**config.mk**
```make
export PLATFORM = sky130hd
export DESIGN_NAME = core_watchdog
export DESIGN_NICKNAME = d
export VERILOG_FILES = /design/src/rtl/wdog_pkg.sv /design/src/rtl/wdog_regs.sv /design/src/rtl/wdog_prescaler.sv /design/src/rtl/wdog_counter.sv /design/src/rtl/core_watchdog.sv
export SDC_FILE = /design/constraint.sdc
export NUM_CORES = 1
export LEC_CHECK = 0
export BUFFER_PORTS_ARGS = -buffer_cell sky130_fd_sc_hd__buf_2
export CORE_ASPECT_RATIO = 1.75
export CORE_MARGIN = 3
export CORE_UTILIZATION = 37
export CTS_CLUSTER_DIAMETER = 120
export CTS_CLUSTER_SIZE = 25
export DETAILED_ROUTE_END_ITERATION = 6
export SLEW_MARGIN = 20
export SYNTH_ARGS = -nofsm -noshare
export SYNTH_HDL_FRONTEND = slang
export SYNTH_SLANG_ARGS = --single-unit
```
**constraint.sdc**
```tcl
create_clock -name clk -period 4.6 [get_ports clk]
set_clock_uncertainty 0.1 [all_clocks]
set_input_delay 0.92 -clock clk [delete_from_list [all_inputs] [get_ports clk]]
set_output_delay 0.92 -clock clk [all_outputs]
set_load 0.01 [all_outputs]
```
**src/rtl/wdog_pkg.sv**
```systemverilog
package wdog_pkg;

  localparam int REG_W     = 64;
  localparam int MODE_W    = 2;
  localparam int LEN_W     = 16;
  localparam int CNT_W     = 24;
  localparam int MODE_LSB  = 0;
  localparam int LEN_LSB   = 4;
  localparam int CNT_LSB   = 20;
  localparam int LEN_SHIFT = CNT_W - LEN_W;

  typedef enum logic {
    SEL_CTRL = 1'b0,
    SEL_POKE = 1'b1
  } wd_sel_e;

  typedef struct packed {
    logic [MODE_W-1:0] mode;
    logic [LEN_W-1:0]  len;
  } wd_cfg_t;

  function automatic logic [CNT_W-1:0] reload_count(input logic [LEN_W-1:0] len);
    return {len, {LEN_SHIFT{1'b0}}};
  endfunction

  function automatic logic [MODE_W-1:0] get_mode(input logic [REG_W-1:0] w);
    return w[MODE_LSB +: MODE_W];
  endfunction

  function automatic logic [LEN_W-1:0] get_len(input logic [REG_W-1:0] w);
    return w[LEN_LSB +: LEN_W];
  endfunction

  function automatic logic [CNT_W-1:0] get_cnt(input logic [REG_W-1:0] w);
    return w[CNT_LSB +: CNT_W];
  endfunction

  function automatic logic [REG_W-1:0] pack_ctrl(input logic [MODE_W-1:0] mode,
                                                 input logic [LEN_W-1:0]  len,
                                                 input logic [CNT_W-1:0]  cnt);
    logic [REG_W-1:0] w;
    w = '0;
    w[MODE_LSB +: MODE_W] = mode;
    w[LEN_LSB +: LEN_W]   = len;
    w[CNT_LSB +: CNT_W]   = cnt;
    return w;
  endfunction

endpackage

```
**src/rtl/wdog_regs.sv**
```systemverilog
module wdog_regs
  import wdog_pkg::*;
(
  input  logic                  clk,
  input  logic                  rst_n,
  input  logic                  wr_en,
  input  logic                  sel,
  input  logic [REG_W-1:0]      wdata,
  output logic                  ctrl_wr,
  output logic                  poke_wr,
  output logic [CNT_W-1:0]      ctrl_cnt,
  output wd_cfg_t               cfg
);

  logic unused_wdata_bits;

  assign ctrl_wr  = wr_en && (wd_sel_e'(sel) == SEL_CTRL);
  assign poke_wr  = wr_en && (wd_sel_e'(sel) == SEL_POKE);
  assign ctrl_cnt = get_cnt(wdata);
  assign unused_wdata_bits = ^{wdata[REG_W-1:CNT_LSB+CNT_W], wdata[LEN_LSB-1:MODE_LSB+MODE_W]};

  always_ff @(posedge clk or negedge rst_n) begin
    if (!rst_n) begin
      cfg <= '0;
    end else if (ctrl_wr) begin
      cfg.mode <= get_mode(wdata);
      cfg.len  <= get_len(wdata);
    end
  end

endmodule

```
**src/rtl/wdog_prescaler.sv**
```systemverilog
module wdog_prescaler #(
  parameter int PRESCALE_LOG2 = 10
) (
  input  logic clk,
  input  logic rst_n,
  input  logic run,
  input  logic clear,
  output logic tick
);

  localparam logic [PRESCALE_LOG2-1:0] LAST = '1;

  logic [PRESCALE_LOG2-1:0] pre_q;

  always_ff @(posedge clk or negedge rst_n) begin
    if (!rst_n) begin
      pre_q <= '0;
    end else if (clear || !run) begin
      pre_q <= '0;
    end else begin
      pre_q <= pre_q + 1'b1;
    end
  end

  assign tick = run && !clear && (pre_q == LAST);

endmodule

```
**src/rtl/wdog_counter.sv**
```systemverilog
module wdog_counter
  import wdog_pkg::*;
(
  input  logic             clk,
  input  logic             rst_n,
  input  logic             load,
  input  logic [CNT_W-1:0] load_val,
  input  logic             tick,
  output logic [CNT_W-1:0] count,
  output logic             expired,
  output logic             zero_hit
);

  assign zero_hit = tick && (count == '0);

  always_ff @(posedge clk or negedge rst_n) begin
    if (!rst_n) begin
      count   <= '0;
      expired <= 1'b0;
    end else if (load) begin
      count   <= load_val;
      expired <= 1'b0;
    end else if (zero_hit) begin
      expired <= 1'b1;
    end else if (tick) begin
      count <= count - 1'b1;
    end
  end

endmodule

```
**src/rtl/core_watchdog.sv**
```systemverilog
module core_watchdog
  import wdog_pkg::*;
#(
  parameter int PRESCALE_LOG2 = 10
) (
  input  logic             clk,
  input  logic             rst_n,
  input  logic             reg_wr_en,
  input  logic             reg_sel,
  input  logic [REG_W-1:0] reg_wdata,
  output logic [REG_W-1:0] reg_rdata,
  output logic             wd_expired
);

  logic             ctrl_wr;
  logic             poke_wr;
  logic [CNT_W-1:0] ctrl_cnt;
  wd_cfg_t          cfg;
  logic             run;
  logic             any_wr;
  logic             tick;
  logic [CNT_W-1:0] load_val;
  logic [CNT_W-1:0] count;
  logic             expired;
  logic             zero_hit;

  wdog_regs u_regs (
    .clk      (clk),
    .rst_n    (rst_n),
    .wr_en    (reg_wr_en),
    .sel      (reg_sel),
    .wdata    (reg_wdata),
    .ctrl_wr  (ctrl_wr),
    .poke_wr  (poke_wr),
    .ctrl_cnt (ctrl_cnt),
    .cfg      (cfg)
  );

  assign run      = (cfg.mode != '0);
  assign any_wr   = ctrl_wr || poke_wr;
  assign load_val = ctrl_wr ? ctrl_cnt : reload_count(cfg.len);

  wdog_prescaler #(.PRESCALE_LOG2(PRESCALE_LOG2)) u_pre (
    .clk   (clk),
    .rst_n (rst_n),
    .run   (run),
    .clear (any_wr),
    .tick  (tick)
  );

  wdog_counter u_cnt (
    .clk      (clk),
    .rst_n    (rst_n),
    .load     (any_wr),
    .load_val (load_val),
    .tick     (tick),
    .count    (count),
    .expired  (expired),
    .zero_hit (zero_hit)
  );

  assign wd_expired = expired;
  assign reg_rdata  = (wd_sel_e'(reg_sel) == SEL_CTRL) ? pack_ctrl(cfg.mode, cfg.len, count) : '0;

endmodule

```
Word level (Yosys, flattened, before mapping)
Cells that the tools add are included.

storage, ports and cells
  flip-flop bits (word level) = 53
  input port bits = 68
  output and inout bits = 65
  word-level logic and storage cells = 32

operators by class
  add/sub/neg operators = 2
  eq/ne operators = 2
  multiplexer cells = 8
  bitwise operators = 1
  reduce and logical (&&, ||, !) cells = 14

operators by type and width
  kind                                                                  number
  24-bit two-way mux                                                    4
  44-bit two-way mux                                                    1
  24-bit logical NOT                                                    1
  24-bit by 1-bit subtractor with 24-bit output, second input constant  1
  10-bit by 1-bit adder with 10-bit output, second input constant       1
  10-bit == test, second input constant                                 1
  10-bit two-way mux                                                    1
  2-bit nonzero test                                                    3
  1-bit logical AND                                                     5
  1-bit logical NOT                                                     2
  1-bit logical OR                                                      2
  1-bit two-way mux                                                     2
  2-bit != test, second input constant                                  1
  2-bit AND reduction                                                   1
  1-bit inverter                                                        1

Longest topological paths before layout
Gate-level depths: netlist of the first run.

  depth in word-level cells = 9
  gate-level depth with buffers = 8
  mapped depth without buffers = 7

Cells and area by module
Synthesis of the first run repeated with hierarchy kept, for this count alone.

unflattened totals
  cells, all modules = 386
  area, all modules = 3861.2 um2

by module, submodules not included
  module          times used  cells each  area an instance (um2)  seq. area each (um2)
  wdog_counter    1           176         1641.6                  625.6
  wdog_regs       1           64          919.6                   450.4
  core_watchdog   1           98          813.3                   0.0
  wdog_prescaler  1           48          486.7                   250.2

Worst setup path after synthesis of the first run
Ideal clock, no wire load.

  path kind = input port to output port
  start point = in reg_sel
  end point = out reg_rdata[10]
  arrival = 1.689 ns
  required time = 3.580 ns
  path slack = 1.891 ns
  cell stages on the path = 3
  path buffers = 2
  cells stage by stage = clkbuf_1 clkbuf_1 nor2b_1

between the ends
  word-level cells in the longest chain between the ends = 1

RTL lines
  element             RTL line             text
  from (decl)         core_watchdog.sv:9   input logic reg_sel,
  44-bit two-way mux  core_watchdog.sv:63  assign reg_rdata = (wd_sel_e'(reg_sel) == SEL_CTRL) ? pack_ctrl(cfg.mode, cfg.len, count) : '0;
  to (decl)           core_watchdog.sv:11  output logic [REG_W-1:0] reg_rdata,

No other way between the ends.

Worst setup path in the final report of the first run
  start point = in reg_wr_en
  end point = reg u_cnt.count[14]

between the ends
  word-level cells in the longest chain between the ends = 8
  elaborated cells on any way between the ends = 12
  classes of those cells = eq/ne: 1; mux: 2; reduce/logical: 9

RTL lines
  element                                      RTL line                          text
  from (decl)                                  core_watchdog.sv:8                input logic reg_wr_en,
  1-bit logical AND, on equally long branches  wdog_regs.sv:17, wdog_regs.sv:18
  1-bit logical OR                             core_watchdog.sv:40               assign any_wr = ctrl_wr || poke_wr;
  1-bit logical NOT                            wdog_prescaler.sv:25              assign tick = run && !clear && (pre_q == LAST);
  1-bit logical AND (2 in series)              wdog_prescaler.sv:25
  1-bit logical AND                            wdog_counter.sv:14                assign zero_hit = tick && (count == '0);
  2-bit != test (no source line)               n/a
  2-bit AND reduction (no source line)         n/a
  to (signal assigned)                         wdog_counter.sv:21                count <= load_val;
  to (signal assigned)                         wdog_counter.sv:26                count <= count - 1'b1;
  to (decl)                                    wdog_counter.sv:9                 output logic [CNT_W-1:0] count,

Parallel ways exist; a longest one is shown, timed or not.
A chain may end at the register's enable or synchronous reset.

==> results of run 1 <==
## worst paths after layout
check                               start              end  slack (ns)  cells after the start
min in group asynchronous           rst_n   u_regs.cfg[14]        0.62                      1
min                        u_pre.pre_q[0]   u_pre.pre_q[0]        0.39                      1
max in group asynchronous           rst_n  u_cnt.count[12]        3.01                      2
max                             reg_wr_en  u_cnt.count[14]        1.73                      6
min reg2reg                u_pre.pre_q[0]   u_pre.pre_q[0]        0.39                      1
max reg2reg                u_pre.pre_q[0]  u_cnt.count[11]        2.10                      6
## logic make-up (layout without fill, tap and decap cells)
family                   count (synthesis)  count (layout)  synth area share [%]
AND/OR/NAND/NOR                        150             150                  26.3
adder cells (fa/ha/maj)                  3               3                  1.09
buffers and inverters                   49             106                  8.01
multiplexers                            32              32                  10.1
XOR/XNOR                                15              15                  3.82
other                                    1              22                 0.109
AO/OA/AOI/OAI                           61              61                  11.9
flip-flops                              53              53                  38.6
## layer usage
layer | part of all wire [%] | vias to the layer above | routed length (um) | track usage [%]
met4 | 1.7 | 0 | 155 | 5.54
met3 | 4.7 | 10 | 429 | 2.64
met5 | 0 | - | 0 | 0
li1 | - | 1410 | - | -
met2 | 54 | 83 | 4910 | 33.3
met1 | 39 | 1388 | 3550 | 20.6
## sequential cells by signal (all words and copies together) (netlist names)
register	count
u_cnt.expired	1
u_regs.cfg	18
u_pre.pre_q	10
u_cnt.count	24
## cell type report
class | instances | area share, %
multi-input cells | 283 | 47.2
flip-flops and latches | 53 | 32.7
repair buffers | 92 | 11.7
well taps | 117 | 3.61
clock buffers | 7 | 3.52
clock inverters | 1 | 0.740
inverters | 6 | 0.555
## cell usage in the layout, fill, tap and decap left out, types with 2 or more instances in the layout
master / n
a211oi_1: 6
a21o_1: 2
a21oi_1: 16
a31oi_1: 2
a32oi_1: 4
and2_1: 2
and3_1: 3
and4_1: 5
buf_2: 87
buf_4: 5
clkbuf_16: 5
conb_1: 22
dfrtp_1: 53
ha_1: 3
inv_1: 5
mux2_2: 22
mux2i_1: 10
nand2_1: 15
nand3_1: 9
nand4_1: 8
nor2_1: 28
nor2b_1: 42
nor3_1: 12
nor4_1: 6
o211a_1: 2
o21ai_0: 14
o31ai_1: 2
or4_1: 3
xnor2_1: 8
xor2_1: 7
## worst register-to-register path: stages, from the launching register on
cell,delay (ns)
dfrtp_1,0.39
ha_1,0.23
and4_1,0.36
and4_1,0.59
nand4_1,0.39
a21oi_1,0.23
a311oi_1,0.07
## stage by stage
stage               std cells  power, W
floorplan                 385  0.000769
global placement          551  0.000860
detailed placement        551  0.000865
CTS                       559   0.00131
global route              559   0.00136
finish                    559   0.00130
## report_power, final
part / total [W] / internal, W / switching (W)
Clock: 0.000439 / 0.000272 / 0.000167
Sequential: 0.000580 / 0.000518 / 0.0000620
Combinational: 0.000277 / 0.000131 / 0.000146
Total: 0.00130 / 0.000921 / 0.000375
==> impl_metrics.json, run 1 <==
{
  "wl_per_cell_um": 16.2,
  "synth_common_cells": "dfrtp_1, nor2b_1, nor2_1, buf_4, mux2_2",
  "maxCapViolCount": 0,
  "cp_slowest_cell": "or4_1",
  "clk_pin_slew_ns": 0.07,
  "hold_viol_final": 0,
  "rows": 45,
  "async_flop_share_pct": 100,
  "whs_ns": 0.388,
  "synth_top_flop_cell": "dfrtp_1",
  "grt_use_total_pct": 17.9,
  "status": "completed",
  "timing.final.ws_setup_ns": 1.73,
  "cts_buffers": 5,
  "post_cts_buffers": 0,
  "synth.avg_cell_area_um2": 9.44,
  "tightestPinTransition_ns": 0.811,
  "cp_cell_sequence": "buf_2 -> o21ba_2 -> and4_1 -> and4_4 -> or4_1 -> a31oi_1",
  "synth_area_leaders": "dfrtp_1, nor2b_1, mux2_2",
  "hpwl_mm": 6.74,
  "nets": 512,
  "ios": 133,
  "crit_path_end_kind": "register",
  "grt_pass1_wl_mm": 14.8,
  "grt_overflow": 0,
  "cts-resized-gates": 0,
  "ir_worst_vdd_mv": 0.276,
  "first_pass_iters": 4,
  "max-slew-margin-rel_pct": 45.9,
  "synth_edf_count": 0,
  "die_h_um": 134,
  "setup_tns_ns": 0,
  "critPathBufInv": 1,
  "max_stage_delay_ns": 0.48,
  "place_ws_ns": 1.41,
  "p_per_area_nw_per_um2": 319,
  "final_cell_area_um2": 4060,
  "die-area_um2": 10500,
  "drc": 0,
  "synth_top_area_share_pct": 38.6,
  "num_antenna_cells": 0,
  "holdBufCountCts": 0,
  "clock-sinks": 53,
  "cts_tree": "built",
  "vias": 2891,
  "start_kind": "input pin",
  "multiInputGateArea_um2": 1920,
  "initial_core_util_pct": 38.9,
  "portBuffers": 88,
  "synth_area_um2": 3440,
  "fill_cells": 896,
  "crit_family": "simple AND/OR/NAND/NOR gates",
  "grt_max_degree": 60,
  "cts_buffer_depth": 2,
  "postSynthCellCount": 364,
  "routed_wl_mm": 9.04,
  "synth-seq-cells": 53,
  "worst-setup-path-type": "in -> reg",
  "synth_most_common_cell": "dfrtp_1",
  "design.core.area_um2": 8840,
  "slew_violations": 0,
  "die_x_um": 78.9,
  "worstSkewPairLatency_ns": 0.29,
  "antenna_found_initial": 0,
  "synth_area_leader_cell": "dfrtp_1",
  "period_share_pct": 62.3,
  "rsz0062_at_grt": "false",
  "synth_cell_types": 61,
  "syn2layout_area_growth_pct": 18.1,
  "root_buffer": "clkbuf_16",
  "gp_congestion": 0.850,
  "finalCriticalPeriod_ns": 2.87,
  "ff_latch_area_um2": 1330,
  "holdCritPathClass": "reg -> reg",
  "critPathMaxFanout": 29,
  "grt_pass1_vias": 3002,
  "drtAntennaViolNets": 0,
  "final_util_pct": 45.9,
  "synth_seq_area_share_pct": 38.6,
  "cp.arrival_ns": 2.98,
  "drive_gt1_share_pct": 30.5,
  "setup_viol": 0,
  "p_leak_nw": 1.82,
  "drt_iter0_markers": 158,
  "yosysWarnings": 0,
  "cp.required_ns": 4.72,
  "placed_area_um2": 3880,
  "htree_levels": 2,
  "avgViaCountPerCell": 5.17,
  "fmax_mhz": 349
}
Power figures use the tool's default switching activity.
==> run 2: changes to the inputs <==
--- a/config.mk
+++ b/config.mk
@@ -5,6 +5,7 @@
 export SDC_FILE = /design/constraint.sdc
 export NUM_CORES = 1
 export LEC_CHECK = 0
+export ABC_AREA = 1
 export BUFFER_PORTS_ARGS = -buffer_cell sky130_fd_sc_hd__buf_2
 export CORE_ASPECT_RATIO = 1.75
 export CORE_MARGIN = 3
@@ -12,6 +13,7 @@
 export CTS_CLUSTER_DIAMETER = 120
 export CTS_CLUSTER_SIZE = 25
 export DETAILED_ROUTE_END_ITERATION = 6
+export PLACE_DENSITY = 0.65
 export SLEW_MARGIN = 20
 export SYNTH_ARGS = -nofsm -noshare
 export SYNTH_HDL_FRONTEND = slang
==> constraint.sdc (replaced) <==
create_clock -name clk -period 2.45 [get_ports clk]
set_clock_uncertainty 0.1 [all_clocks]
set_input_delay 0.49 -clock clk [delete_from_list [all_inputs] [get_ports clk]]
set_output_delay 0.49 -clock clk [all_outputs]
set_load 0.01 [all_outputs]
==> run 2 against run 1 <==
  * Worst hold slack lost 0.092 ns
  * Area after synthesis grew 6.0%
  * Clock power grew 92%
  * Critical endpoint is now u_cnt.count[15]
  * Non-clock buffer count rose by 6
  * Cell count up 40%
  * Flip-flop and latch count is the same
  * Sequential power is 88% higher
  * Design area increased by 6.4%
  * Sequential share of layout area fell by 2.0 points
  * Count of clock-buffer cells in the layout stayed put
  * Via count rose by 27%
==> impl_metrics.json, run 2 <==
{
  "die-area_um2": 11100,
  "largest_reg_flops": 24,
  "routed_wl_mm": 9.84,
  "yosysWarnings": 0,
  "vias": 3665,
  "portBuffers": 88,
  "synth_cell_types": 27,
  "start_kind": "register",
  "status": "completed",
  "setup_viol": 0,
  "p_per_area_nw_per_um2": 645,
  "synth-seq-cells": 53,
  "gp_congestion": 0.883,
  "synth_most_common_cell": "nand2_1",
  "synth_top_area_share_pct": 36.4,
  "cts-resized-gates": 0,
  "initial_core_util_pct": 38.2,
  "async_flop_share_pct": 100,
  "whs_ns": 0.297,
  "timing.final.ws_setup_ns": 0.300,
  "first_pass_iters": 4,
  "synth_area_leader_cell": "dfrtp_1",
  "dr_wl_met3_um": 494,
  "syn2layout_area_growth_pct": 18.5,
  "hold_viol_final": 0,
  "grt_pass1_vias": 3472,
  "grt_pass1_wl_mm": 16.3,
  "post_cts_buffers": 0,
  "finalCriticalPeriod_ns": 2.15,
  "mostFrequentLayoutCells": "nand2_1, nor2_1, buf_2",
  "nets": 733,
  "grt_max_degree": 44,
  "drt_iter0_markers": 256,
  "setup_tns_ns": 0,
  "cp.arrival_ns": 2.28,
  "synth_area_um2": 3640,
  "critPathMaxFanout": 24,
  "holdCritPathClass": "in -> reg",
  "slew_violations": 0,
  "wl_met2_mm": 5.22,
  "rows": 47,
  "cp.required_ns": 2.58,
  "grt_overflow": 0,
  "clock-sinks": 53,
  "fill_cells": 1043,
  "avgViaCountPerCell": 4.67,
  "maxCapViolCount": 0,
  "hpwl_mm": 7.62,
  "worst-setup-path-type": "reg -> reg",
  "synth_area_leaders": "dfrtp_1, nand2_1, nor2_1",
  "synth_top_flop_cell": "dfrtp_1",
  "p_leak_nw": 2.45,
  "crit_top_cell": "nand2_1",
  "max_stage_delay_ns": 0.44,
  "ir_worst_vdd_mv": 0.458,
  "htree_levels": 2,
  "grt_use_total_pct": 18.7,
  "synth_seq_area_share_pct": 36.4,
  "fmax_mhz": 465,
  "synth_common_cells": "nand2_1, nor2_1, inv_1, dfrtp_1, o21ai_0",
  "cp_slowest_cell": "dfrtp_1",
  "crit_path_end_kind": "register",
  "max-slew-margin-rel_pct": 58.2,
  "root_buffer": "clkbuf_16",
  "die_h_um": 137,
  "place_ws_ns": 0.205,
  "synth.avg_cell_area_um2": 6.30,
  "cts_buffers": 5,
  "wl_per_cell_um": 12.5,
  "regMostFlops": "u_cnt.count",
  "mostFrequentLayoutCell": "nand2_1",
  "drtAntennaViolNets": 0,
  "wirelength_met1_mm": 3.92,
  "cp_cell_sequence": "nor2_1 -> nand2_1 -> nor2_1 -> nand3_2 -> nand3b_1 -> nand2_2 -> nand2_1 -> nand2_1",
  "antenna_found_initial": 0,
  "cts_buffer_depth": 2,
  "num_antenna_cells": 0,
  "drive_gt1_share_pct": 17.5,
  "design.core.area_um2": 9530,
  "synth_edf_count": 0,
  "die_x_um": 81,
  "drc": 0,
  "worstSkewPairLatency_ns": 0.30,
  "ios": 133,
  "highest_layer": "met4",
  "postSynthCellCount": 578,
  "tightestPinTransition_ns": 0.625,
  "cts_tree": "built",
  "clk_pin_slew_ns": 0.08,
  "period_share_pct": 87.8,
  "top_regs": "u_cnt.count x24, u_regs.cfg x18, u_pre.pre_q x10",
  "rsz0062_at_grt": "false"
}
[run 2: cell types whose count changed after synthesis, sizes merged, moves of 7 or more]
cell,before,now
nor2,29,103
o21ai,15,39
nor3,14,2
nor2b,42,0
nand2,15,219
clkbuf,13,6
mux2i,10,0
inv,5,66
nand3,10,24
nor4,8,0
mux2,22,0
a21oi,16,6
xnor2,8,0
a211oi,7,0
[run 2: final cells by class]
type	instances	area (um2)	share of cell area (%)
Tap cell	122	153	3.54
Sequential cell	53	1330	30.7
Inverter	66	248	5.74
Multi-Input combinational cell	438	1890	43.7
Timing Repair Buffer	98	531	12.3
Clock inverter	1	30.0	0.696
Clock buffer	7	143	3.31
[run 2: worst max-delay path: cells and delay by family, from the launching register on]
family	cells	cell delay [ns]
AND/OR/NAND/NOR	8	1.53
flip-flops	1	0.44
[run 2: what timing repair did]
| item | 4_1_cts | 5_1_grt |
|---|---|---|
| hold endpoints to repair | 3 | 0 |
| setup endpoints to repair | 0 | 0 |
| hold buffers | 1 | 0 |
[run 2: final timing paths]
kind                                start               to  slack (ns)  depth (start not counted)
max                        u_cnt.count[5]  u_cnt.count[15]        0.30                          8
min                          reg_wdata[4]    u_regs.cfg[0]        0.30                          3
max reg2reg                u_cnt.count[5]  u_cnt.count[15]        0.30                          8
min reg2reg                u_pre.pre_q[0]   u_pre.pre_q[0]        0.36                          1
max in group asynchronous           rst_n   u_pre.pre_q[3]        1.20                          3
min in group asynchronous           rst_n   u_cnt.count[0]        0.43                          2
[run 2: per-layer routing]
metal  up-vias  global-route usage [%]
met4         0                    6.95
met2       108                    33.9
li1       1880                       -
met5         -                       0
met1      1665                    22.0
met3        12                    2.62
[run 2: through the flow]
stage | instance area [um2] | total power, W | cells | util, %
final | 4320 | 0.00278 | 785 | 45.3
after floorplan | 3720 | 0.00170 | 599 | -
after CTS | 4310 | 0.00281 | 785 | 45.2
after global routing | 4320 | 0.00298 | 785 | 45.3
after global placement | 4130 | 0.00194 | 776 | 43.3
after detailed placement | 4130 | 0.00196 | 776 | 43.3
[run 2: cell families after synthesis]
kind of cell / share of synthesized area (%)
simple gates: 39.3
buf+inv: 14.3
flops: 36.4
compound gates: 7.11
xor+xnor: 1.68
fa+ha+maj: 1.03
other cells: 0.103
[run 2: where the power goes]
| group | switching [W] | internal, W | total (W) |
|---|---|---|---|
| clock | 0.000329 | 0.000512 | 0.000841 |
| sequential | 0.000103 | 0.000984 | 0.00109 |
| combinational | 0.000569 | 0.000288 | 0.000857 |
| total | 0.00100 | 0.00178 | 0.00278 |
